[src/rtl/rrl_pkg.sv]
package rrl_pkg;

   typedef enum logic [2:0] {
      ST_IDLE,
      ST_SEED_M,
      ST_SEED_T,
      ST_SWEEP,
      ST_CHECK,
      ST_LOCATE,
      ST_FIX,
      ST_DONE
   } rrl_state_e;

   typedef enum logic [2:0] {
      SG_HOLD,
      SG_LOAD_M,
      SG_LOAD_T,
      SG_ACCUM,
      SG_REWIND
   } rrl_sig_op_e;

endpackage

[src/rtl/rrl_addr_gen.sv]
module rrl_addr_gen #(
   parameter int ROW_BITS = 4,
   parameter int COL_BITS = 2
) (
   input  logic                clk,
   input  logic                rst_n,
   input  logic                col_clr,
   input  logic                col_inc,
   input  logic                row_clr,
   input  logic                row_inc,
   input  logic                row_dec,
   output logic [ROW_BITS-1:0] row,
   output logic [COL_BITS-1:0] col,
   output logic                row_top,
   output logic                row_bot,
   output logic                col_top
);

   localparam logic [ROW_BITS-1:0] ROW_MAX = {ROW_BITS{1'b1}};
   localparam logic [COL_BITS-1:0] COL_MAX = {COL_BITS{1'b1}};

   // row counter: counts up during a sweep, down while locating
   always_ff @(posedge clk or negedge rst_n) begin
      if (!rst_n) begin
         row <= '0;
      end else if (row_clr) begin
         row <= '0;
      end else if (row_inc) begin
         row <= row + ROW_BITS'(1);
      end else if (row_dec) begin
         row <= row - ROW_BITS'(1);
      end
   end

   // column counter: one step per processed column
   always_ff @(posedge clk or negedge rst_n) begin
      if (!rst_n) begin
         col <= '0;
      end else if (col_clr) begin
         col <= '0;
      end else if (col_inc) begin
         col <= col + COL_BITS'(1);
      end
   end

   assign row_top = (row == ROW_MAX);
   assign row_bot = (row == '0);
   assign col_top = (col == COL_MAX);

endmodule

[src/rtl/rrl_sig_unit.sv]
module rrl_sig_unit
   import rrl_pkg::*;
#(
   parameter int                DATA_W = 8,
   parameter logic [DATA_W-1:0] POLY   = 8'h1D
) (
   input  logic              clk,
   input  logic              rst_n,
   input  rrl_sig_op_e       op,
   input  logic [DATA_W-1:0] din,
   output logic [DATA_W-1:0] tog,
   output logic [DATA_W-1:0] misr,
   output logic              match,
   output logic              tog_zero,
   output logic              misr_zero
);

   logic [DATA_W-1:0] fwd_nx;
   logic [DATA_W-1:0] rev_nx;

   // forward: multiply by x modulo the feedback polynomial
   // reverse: the exact inverse, i.e. a right shift with reciprocal taps
   for (genvar i = 0; i < DATA_W; i++) begin : g_bit
      if (i == 0) begin : g_fwd_lo
         assign fwd_nx[i] = POLY[i] & misr[DATA_W-1];
      end else begin : g_fwd_hi
         assign fwd_nx[i] = misr[i-1] ^ (POLY[i] & misr[DATA_W-1]);
      end
      if (i == DATA_W-1) begin : g_rev_top
         assign rev_nx[i] = misr[0];
      end else begin : g_rev_rest
         assign rev_nx[i] = misr[i+1] ^ (POLY[i+1] & misr[0]);
      end
   end

   always_ff @(posedge clk or negedge rst_n) begin
      if (!rst_n) begin
         tog  <= '0;
         misr <= '0;
      end else begin
         unique case (op)
            SG_LOAD_M: misr <= din;
            SG_LOAD_T: tog  <= din;
            SG_ACCUM: begin
               tog  <= tog ^ din;
               misr <= fwd_nx ^ din;
            end
            SG_REWIND: misr <= rev_nx;
            default: ;
         endcase
      end
   end

   assign match     = (misr == tog);
   assign tog_zero  = (tog == '0);
   assign misr_zero = (misr == '0);

endmodule

[src/rtl/rrl_ctrl.sv]
module rrl_ctrl
   import rrl_pkg::*;
#(
   parameter bit FINAL_MISR_CHECK = 1'b1
) (
   input  logic        clk,
   input  logic        rst_n,
   input  logic        start,
   input  logic        row_top,
   input  logic        row_bot,
   input  logic        col_top,
   input  logic        match,
   input  logic        tog_zero,
   input  logic        misr_zero,
   output logic        col_clr,
   output logic        col_inc,
   output logic        row_clr,
   output logic        row_inc,
   output logic        row_dec,
   output rrl_sig_op_e sig_op,
   output logic        rom_en,
   output logic        seed_rd,
   output logic        seed_sel,
   output logic        rep_we,
   output logic        done,
   output logic        fail
);

   rrl_state_e st_q, st_d;
   logic       pass_q, pass_d;
   logic       fail_q, fail_d;
   logic       adv;
   logic       residue_bad;

   // choose what counts as a residue in the retest pass
   if (FINAL_MISR_CHECK) begin : g_both
      assign residue_bad = !tog_zero || !misr_zero;
   end else begin : g_tog_only
      logic unused_misr;
      assign unused_misr = misr_zero;
      assign residue_bad = !tog_zero;
   end

   always_comb begin
      st_d     = st_q;
      pass_d   = pass_q;
      fail_d   = fail_q;
      col_clr  = 1'b0;
      col_inc  = 1'b0;
      row_clr  = 1'b0;
      row_inc  = 1'b0;
      row_dec  = 1'b0;
      sig_op   = SG_HOLD;
      rom_en   = 1'b0;
      seed_rd  = 1'b0;
      seed_sel = 1'b0;
      rep_we   = 1'b0;
      adv      = 1'b0;
      unique case (st_q)
         ST_IDLE, ST_DONE: begin
            if (start) begin
               st_d    = ST_SEED_M;
               pass_d  = 1'b0;
               fail_d  = 1'b0;
               col_clr = 1'b1;
            end
         end
         ST_SEED_M: begin
            rom_en  = 1'b1;
            seed_rd = 1'b1;
            sig_op  = SG_LOAD_M;
            st_d    = ST_SEED_T;
         end
         ST_SEED_T: begin
            rom_en   = 1'b1;
            seed_rd  = 1'b1;
            seed_sel = 1'b1;
            sig_op   = SG_LOAD_T;
            row_clr  = 1'b1;
            st_d     = ST_SWEEP;
         end
         ST_SWEEP: begin
            rom_en = 1'b1;
            sig_op = SG_ACCUM;
            if (row_top) st_d = ST_CHECK;
            else         row_inc = 1'b1;
         end
         ST_CHECK: begin
            if (pass_q) begin
               if (residue_bad) begin
                  fail_d = 1'b1;
                  st_d   = ST_DONE;
               end else begin
                  adv = 1'b1;
               end
            end else if (tog_zero) begin
               adv = 1'b1;
            end else begin
               st_d = ST_LOCATE;
            end
         end
         ST_LOCATE: begin
            if (match) begin
               st_d = ST_FIX;
            end else if (row_bot) begin
               fail_d = 1'b1;
               st_d   = ST_DONE;
            end else begin
               sig_op  = SG_REWIND;
               row_dec = 1'b1;
            end
         end
         ST_FIX: begin
            rom_en = 1'b1;
            rep_we = 1'b1;
            adv    = 1'b1;
         end
         default: st_d = ST_IDLE;
      endcase

      if (adv) begin
         if (!col_top) begin
            col_inc = 1'b1;
            st_d    = ST_SEED_M;
         end else if (!pass_q) begin
            pass_d  = 1'b1;
            col_clr = 1'b1;
            st_d    = ST_SEED_M;
         end else begin
            st_d = ST_DONE;
         end
      end
   end

   always_ff @(posedge clk or negedge rst_n) begin
      if (!rst_n) begin
         st_q   <= ST_IDLE;
         pass_q <= 1'b0;
         fail_q <= 1'b0;
      end else begin
         st_q   <= st_d;
         pass_q <= pass_d;
         fail_q <= fail_d;
      end
   end

   assign done = (st_q == ST_DONE);
   assign fail = fail_q;

   AST_WRAP_FAIL: assert property (@(posedge clk) disable iff (!rst_n)
      (st_q == ST_LOCATE && !match && row_bot) |=> (done && fail)) else $error("wrap without fail");
   AST_HIT_WRITES: assert property (@(posedge clk) disable iff (!rst_n)
      (st_q == ST_LOCATE && match) |=> rep_we) else $error("match without repair write");
   AST_DONE_HOLD: assert property (@(posedge clk) disable iff (!rst_n)
      (done && !start) |=> (done && $stable(fail))) else $error("done dropped");
   AST_BUSY_START: assert property (@(posedge clk) disable iff (!rst_n)
      (st_q == ST_SWEEP && start && !row_top) |=> (st_q == ST_SWEEP)) else $error("start disturbed run");
   AST_RETEST_NO_LOCATE: assert property (@(posedge clk) disable iff (!rst_n)
      pass_q |-> (st_q != ST_LOCATE && !rep_we)) else $error("locate in retest");

endmodule

[src/rtl/rom_row_locator.sv]
module rom_row_locator
   import rrl_pkg::*;
#(
   parameter int                ROW_BITS         = 4,
   parameter int                COL_BITS         = 2,
   parameter int                DATA_W           = 8,
   parameter logic [DATA_W-1:0] POLY             = 8'h1D,
   parameter bit                FINAL_MISR_CHECK = 1'b1
) (
   input  logic                         clk,
   input  logic                         rst_n,
   input  logic                         start,
   output logic                         rom_en,
   output logic [ROW_BITS+COL_BITS:0]   rom_addr,
   input  logic [DATA_W-1:0]            rom_data,
   output logic                         rep_we,
   output logic [ROW_BITS+COL_BITS-1:0] rep_addr,
   output logic [DATA_W-1:0]            rep_data,
   output logic                         done,
   output logic                         repair_fail
);

   localparam int ADDR_W = ROW_BITS + COL_BITS + 1;

   // elaboration checks
   if (ROW_BITS < 1) begin : g_chk_rows
      $error("ROW_BITS must be at least 1 (two seed rows are needed)");
   end
   if (COL_BITS < 1) begin : g_chk_cols
      $error("COL_BITS must be at least 1");
   end
   if (DATA_W <= ROW_BITS) begin : g_chk_period
      $error("DATA_W must exceed ROW_BITS so the MISR period covers every row");
   end
   if (POLY[0] != 1'b1) begin : g_chk_poly
      $error("POLY must have its constant term set for the reverse step");
   end

   logic                col_clr, col_inc, row_clr, row_inc, row_dec;
   logic [ROW_BITS-1:0] row;
   logic [COL_BITS-1:0] col;
   logic                row_top, row_bot, col_top;
   rrl_sig_op_e         sig_op;
   logic [DATA_W-1:0]   tog, misr;
   logic                match, tog_zero, misr_zero;
   logic                seed_rd, seed_sel;

   rrl_addr_gen #(
      .ROW_BITS(ROW_BITS),
      .COL_BITS(COL_BITS)
   ) u_addr (
      .clk    (clk),
      .rst_n  (rst_n),
      .col_clr(col_clr),
      .col_inc(col_inc),
      .row_clr(row_clr),
      .row_inc(row_inc),
      .row_dec(row_dec),
      .row    (row),
      .col    (col),
      .row_top(row_top),
      .row_bot(row_bot),
      .col_top(col_top)
   );

   rrl_sig_unit #(
      .DATA_W(DATA_W),
      .POLY  (POLY)
   ) u_sig (
      .clk      (clk),
      .rst_n    (rst_n),
      .op       (sig_op),
      .din      (rom_data),
      .tog      (tog),
      .misr     (misr),
      .match    (match),
      .tog_zero (tog_zero),
      .misr_zero(misr_zero)
   );

   rrl_ctrl #(
      .FINAL_MISR_CHECK(FINAL_MISR_CHECK)
   ) u_ctrl (
      .clk      (clk),
      .rst_n    (rst_n),
      .start    (start),
      .row_top  (row_top),
      .row_bot  (row_bot),
      .col_top  (col_top),
      .match    (match),
      .tog_zero (tog_zero),
      .misr_zero(misr_zero),
      .col_clr  (col_clr),
      .col_inc  (col_inc),
      .row_clr  (row_clr),
      .row_inc  (row_inc),
      .row_dec  (row_dec),
      .sig_op   (sig_op),
      .rom_en   (rom_en),
      .seed_rd  (seed_rd),
      .seed_sel (seed_sel),
      .rep_we   (rep_we),
      .done     (done),
      .fail     (repair_fail)
   );

   // seed rows sit above the data array, selected by the extra top bit
   assign rom_addr = seed_rd ? {1'b1, ROW_BITS'(seed_sel), col} : {1'b0, row, col};
   assign rep_addr = {row, col};
   assign rep_data = rom_data ^ tog;

   AST_FIX_RESIDUE_MATCH: assert property (@(posedge clk) disable iff (!rst_n)
      rep_we |-> (misr == tog && rom_en && !rom_addr[ADDR_W-1])) else $error("repair without match");
   AST_SWEEP_ORDER: assert property (@(posedge clk) disable iff (!rst_n)
      (rom_en && !rom_addr[ADDR_W-1] && !rep_we && !row_top)
      |=> (rom_en && !rom_addr[ADDR_W-1] && row == $past(row) + ROW_BITS'(1) && $stable(col))) else $error("sweep order");
   AST_SEED_ORDER: assert property (@(posedge clk) disable iff (!rst_n)
      (seed_rd && !seed_sel) |=> (seed_rd && seed_sel && $stable(col))) else $error("seed order");

endmodule

[config.mk]
export PLATFORM = sky130hd
export DESIGN_NAME = rom_row_locator
export DESIGN_NICKNAME = d
export VERILOG_FILES = /design/src/rtl/rrl_pkg.sv /design/src/rtl/rrl_addr_gen.sv /design/src/rtl/rrl_sig_unit.sv /design/src/rtl/rrl_ctrl.sv /design/src/rtl/rom_row_locator.sv
export SDC_FILE = /design/constraint.sdc
export NUM_CORES = 1
export LEC_CHECK = 0
export ABC_AREA = 0
export BUFFER_PORTS_ARGS = -buffer_cell sky130_fd_sc_hd__buf_2
export CAP_MARGIN = 20
export CELL_PAD_IN_SITES_DETAIL_PLACEMENT = 1
export CELL_PAD_IN_SITES_GLOBAL_PLACEMENT = 2
export CORE_MARGIN = 2
export CORE_UTILIZATION = 30
export DETAILED_ROUTE_END_ITERATION = 8
export GPL_ROUTABILITY_DRIVEN = 0
export MAX_ROUTING_LAYER = met4
export PLACE_DENSITY_LB_ADDON = 0.1
export SLEW_MARGIN = 20
export SYNTH_ARGS = -nofsm -noshare
export SYNTH_HDL_FRONTEND = slang
export SYNTH_SLANG_ARGS = --single-unit
[constraint.sdc]
create_clock -name clk -period 2.1 [get_ports clk]
set_input_delay 0.105 -clock clk [delete_from_list [all_inputs] [get_ports clk]]
set_output_delay 0.105 -clock clk [all_outputs]
set_load 0.02 [all_outputs]
Word level (Yosys, flattened, before mapping)
Cells that the tools add are included.

Reductions and logical operators: 18. Bitwise gates (word level): 8. $add $sub $neg: 3. Multiplexer cells: 53. Equal/unequal tests: 24.

Operators by type and width (number): 3-bit two-way mux (12); 1-bit two-way mux (29); 8-bit case mux with 3 select lines (1); 3-bit case mux with 6 select lines (1); 8-bit zero test (2); 8-bit case mux with 2 select lines (1); 8-bit XOR (2); 3-bit equality test, second input constant (5); 3-bit by 2-bit equality test with 1-bit output, second input constant (4); 4-bit two-way mux (3); 3-bit case mux with 4 select lines (1); 6-bit AND reduction (2); 3-bit nonzero test (3); 8-bit equality test (1); 4-bit != test, second input constant (2); 7-bit two-way mux (1); 7-bit nonzero test (1); 3-bit by 1-bit equality test with 1-bit output, second input constant (2); 2-bit != test, second input constant (3); 3-bit by 2-bit != test with 1-bit output, second input constant (2); 1-bit XOR (6); 4-bit by 1-bit adder with 4-bit output, second input constant (1); 4-bit equality test, second input constant (1); 4-bit zero test (1); 14 further kinds (19).

Word-level logic and storage cells: 113. Output and inout bits: 25. Flip-flop bits (word level): 27.

Logic depth before layout (Yosys ltp)
Depth after elaboration: 9. Gate-level depth with buffers: 8. Mapped depth without buffers: 8.

Hierarchy
From an unflattened synthesis, not the netlist that was laid out.

Cell total of the unflattened synthesis: 276. Area total of the unflattened synthesis: 2388.5 µm².

By module, submodules not included: rrl_sig_unit (area an instance 1305.0 µm², times used 1, sequential area each 400.4 µm², cells an instance 149); rrl_ctrl (area an instance 584.3 µm², times used 1, sequential area each 125.1 µm², cells an instance 74); rrl_addr_gen (area an instance 365.4 µm², times used 1, sequential area each 150.1 µm², cells an instance 38); rom_row_locator (area an instance 133.9 µm², times used 1, sequential area each 0.0 µm², cells an instance 15).

Least setup slack after synthesis
OpenSTA, ideal clock, no wires.

Path kind: register -> register. Start: register u_addr.row[0]. End: register u_addr.row[3]. Period minus slack after synthesis: 1.955 ns. Data arrival time: 1.855 ns. Slack: 0.145 ns. Path buffers: 1. Stages on the path, launching flop included: 9. Library setup time: 0.099 ns. Cell sequence: dfrtp_1 -> clkbuf_2 -> a41o_2 -> ha_1 -> a21o_1 -> a21o_1 -> nand2_1 -> a21oi_1 -> a311oi_1.

Word-level cells in the longest chain between the ends: 5. Elaborated cells on any way between the ends: 13. Those cells by class: add/sub: 2; eq/ne: 1; mux: 8; reduce/logical: 2.

RTL lines: start: declaration (line rrl_addr_gen.sv:12) `output logic [ROW_BITS-1:0] row,`; start signal: assignment (line rrl_addr_gen.sv:29) `row <= row + ROW_BITS'(1);`; start signal: assignment (line rrl_addr_gen.sv:31) `row <= row - ROW_BITS'(1);`; branches (longest 5 deep; another with 4-bit by 1-bit subtractor with 4-bit output).

Several ways; the timed one is not identified. The select of a mux whose other input is x is not followed. A chain may end at the register's enable or synchronous reset.

Final worst setup path
Start: register u_ctrl.st_q[2]. End: register u_addr.row[3].

Word-level cells in the longest chain between the ends: 4. Elaborated cells on any way between the ends: 9. Those cells by class: eq/ne: 3; mux: 5; reduce/logical: 1.

RTL lines: start: declaration (line rrl_ctrl.sv:29) `rrl_state_e st_q, st_d;`; start signal: assignment (line rrl_ctrl.sv:141) `st_q <= st_d;`; 3-bit by 2-bit equality test with 1-bit output (line rrl_ctrl.sv:59) `unique case (st_q)`; 1-bit two-way mux (line rrl_ctrl.sv:59); 4-bit two-way mux (line rrl_addr_gen.sv:28) `end else if (row_inc) begin`; 4-bit two-way mux (line rrl_addr_gen.sv:26) `end else if (row_clr) begin`.

Several ways; a longest one is shown, not always the timed one.

==> impl_results.md <==
- Status: finished clean
- Max H-tree Level: 1
- Clock skew: 0.00451 ns
- HPWL after DPL: ~4.8 mm
- Placed inst area: 2430 µm²
- Peak supply drop: approximately 0.56 mV
- # diodes: 0
- CTS Buffer Depth: 2
- Fillers: roughly 830
- Fmax: approximately 500 MHz
- Vias per cell: roughly 5.1
- Most frequent cells in the layout: buf_2 (35), a21oi_1 (27), dfrtp_1 (27)
- Final hold violations: 0
- Sequential share of power: 0.244
- Critical Path End: u_addr.row[3]$_DFFE_PN0P_
- R2r setup slk: approximately 0.12 ns
- Std-Cell Rows: 30
- Nets@finish: 302
- Initial drt markers: 60
- Syn-to-layout area delta: 18.8%
- Worst Path Arrival: 2.17 ns
- Slew headroom: 0.547
- Final period utilization: 0.942
- Final Setup Violations: 0
- CTS tree: yes
- Die area: just under 8000 µm²
- CTS sink cnt: 27
- Port bufs: 35
- Average cell area after synthesis: 8.59 µm²
- Syn. warnings: 0
- Hold Crit Class: in2reg
- Proportion of layout cells with a drive suffix above 1: 0.266
- CP Max Fanout: 5
- 1st-pass router iterations: 4
- Post-DRT Antenna Nets: 0
- Initial Utilization: 0.311
- Met3 Track Usage GR: 0.0273
- Root Driver: clkbuf_8
- Register area share after synthesis: 0.318
- Non-filler cells, final: 382
- Total number of vias: 1940
- Io pins: 36
- Worst skew pair latency: 0.28 ns
- Core ar.: about 7000 µm²
- Overall power: roughly 4.8 mW
- Die Height: slightly below 90 µm
- Yosys cell types: 52
- Total CTS buffers: 3
- Reg2reg path depth: 8
- Leak: approximately 1.1 nW
- Number of remaining DRC errors: 0
- Internal power: about 2.3 mW
- Clock share of power: 0.068
- Met1 usage: 0.228
- DR WL/cell: between 15 and 20 µm
- Fin. max-slew vios: 0
- Final Util: 0.369
- Post-synthesis register bit count: 27
- Post-route cell area: around 2500 µm²
- Cells after DPL: around 380
- Crit path time final: roughly 2 ns
- Largest net degree at the start of global routing: 28
- Setup CP Type: reg2reg
- Sw power: about 2.5 mW
- Antenna violations before repair: 0
- Async set-reset flop share out of synthesis: 1.00
- Post-Syn Nets: ~260
- Setup WS post-layout: between 0.1 and 0.15 ns
- Comb power frac: 0.688
- Switch share: 0.520
- Worst setup path startpoint: u_ctrl.st_q[2]$_DFFE_PN0P_
- Slew @ Worst Pin: just under 0.7 ns
- Global Route Usage Sum: 0.178
- Die X: approximately 88 µm
- Hold depth: 3
- Reg2reg end: u_addr.row[3]$_DFFE_PN0P_
- Syn Std Cell Area: 2120 µm²
- CTS clk-pin slew, worst paths: about 0.10 ns
- R2R Path Start: u_ctrl.st_q[2]$_DFFE_PN0P_
- Min Hold Slack: 0.160 ns
- Post-synth top flop: dfrtp_1
- Met2 Usage GRT: 0.304
- Setup crit start kind: flop
- Setup_tns: 0 ns
- GRT busiest layer: met2
- Total wire length: 6.27 mm
- Max Cap Violations: 0
- Worst EP required: between 2 and 2.5 ns
- Grt ovf: 0
- Commonest non-fill, non-tap cell in the layout: buf_2
- RSZ-0062 raised after global routing: no
- Number of synthesized flops with an enable pin: 0
- Post-Syn Instances: between 200 and 250
- Vias in the first global route: between 1500 and 2000
- Worst Setup End Kind: flop
- First-pass GRT wire length: 10.3 mm
- Pwr dens: roughly 1900 nW/µm²
- Setup slack at placement: 0.137 ns
==> cell families after synthesis <==
family | Yosys count | share of synthesized area
flip-flops | 27 | 0.318
buffers and inverters | 28 | 0.0678
adder cells (fa/ha/maj) | 4 | 0.0271
XOR/XNOR | 32 | 0.132
AO/OA/AOI/OAI | 71 | 0.213
AND/OR/NAND/NOR | 82 | 0.227
multiplexers | 3 | 0.0142
==> cell type report <==
class,instances,area (µm²),area share
Inverter,8,33.8,0.0134
Clock buffer,4,45.0,0.0179
Timing Repair Buffer,55,328,0.130
Multi-Input combinational cell,192,1320,0.523
Tap cell,96,120,0.0476
Sequential cell,27,676,0.268
==> routing by layer <==
layer | wire [µm] | vias to the layer above
met3 | 146 | 4
li1 | - | 958
met5 | 0 | -
met2 | 3220 | 30
met1 | 2850 | 948
met4 | 46 | 0
==> power by group through the flow <==
stage	clock (mW)	sequential (mW)	combinational, mW
after detailed placement	0	1.18	3.24
final	0.322	1.16	3.29
after CTS	0.342	1.17	3.25
after floorplan	0	1.17	2.31
after global routing	0.356	1.21	3.67
after global placement	0	1.18	3.21
==> worst max-delay path, stage by stage, from the launching register on <==
cell      delay [ns]
dfrtp_1         0.39
nand3b_1        0.20
a41o_2          0.30
ha_1            0.28
a21o_1          0.20
a21o_1          0.20
nand2_1         0.07
a21oi_1         0.06
a311oi_1        0.20
==> worst min path at each step <==
stage,from,end,slack [ns]
floorplan,rst_n,u_addr.col[0]$_DFFE_PN0P_,-0.19
detailed placement,rst_n,u_addr.row[1]$_DFFE_PN0P_,0.20
CTS,rom_data[4],u_sig.tog[4]$_DFFE_PN0P_,0.15
global route,rom_data[4],u_sig.tog[4]$_DFFE_PN0P_,0.18
global placement,rst_n,u_addr.row[1]$_DFFE_PN0P_,0.20
finish,rom_data[4],u_sig.tog[4]$_DFFE_PN0P_,0.16
==> repair_timing <==
action                                  4_1_cts  5_1_grt
endpoints found under the hold margin        27        0
hold buffers                                  1        0
setup buffers                                 0        2
endpoints found under the setup margin        0        2
gates resized for setup                       0        3
==> registers in the layout, indices dropped and copies added, names as in the netlist <==
name           flops
u_sig.misr         8
u_sig.tog          8
u_addr.row         4
u_ctrl.st_q        3
u_addr.col         2
u_ctrl.fail        1
u_ctrl.pass_q      1
==> Yosys cell counts, types with 3 or more instances <==
master    number  area (µm²)
dfrtp_1       27         676
xor2_1        18         158
ha_1           3        37.5
a21oi_1       28         140
xnor2_1       14         123
buf_4          4        30.0
a21o_1         3        22.5
mux2i_1        3        30.0
inv_1          7        26.3
nor2_1        19        71.3
nor3_1         6        30.0
nand2b_1       3        18.8
nor4_1         4        25.0
clkbuf_1       7        26.3
a211oi_1       4        30.0
nand2_1       18        67.6
o221ai_1       3        26.3
o21ai_0       14        70.1
nor4_2         3        37.5
nand3_1       12        60.1
buf_2          6        30.0
(Power assumes the default switching activity.)
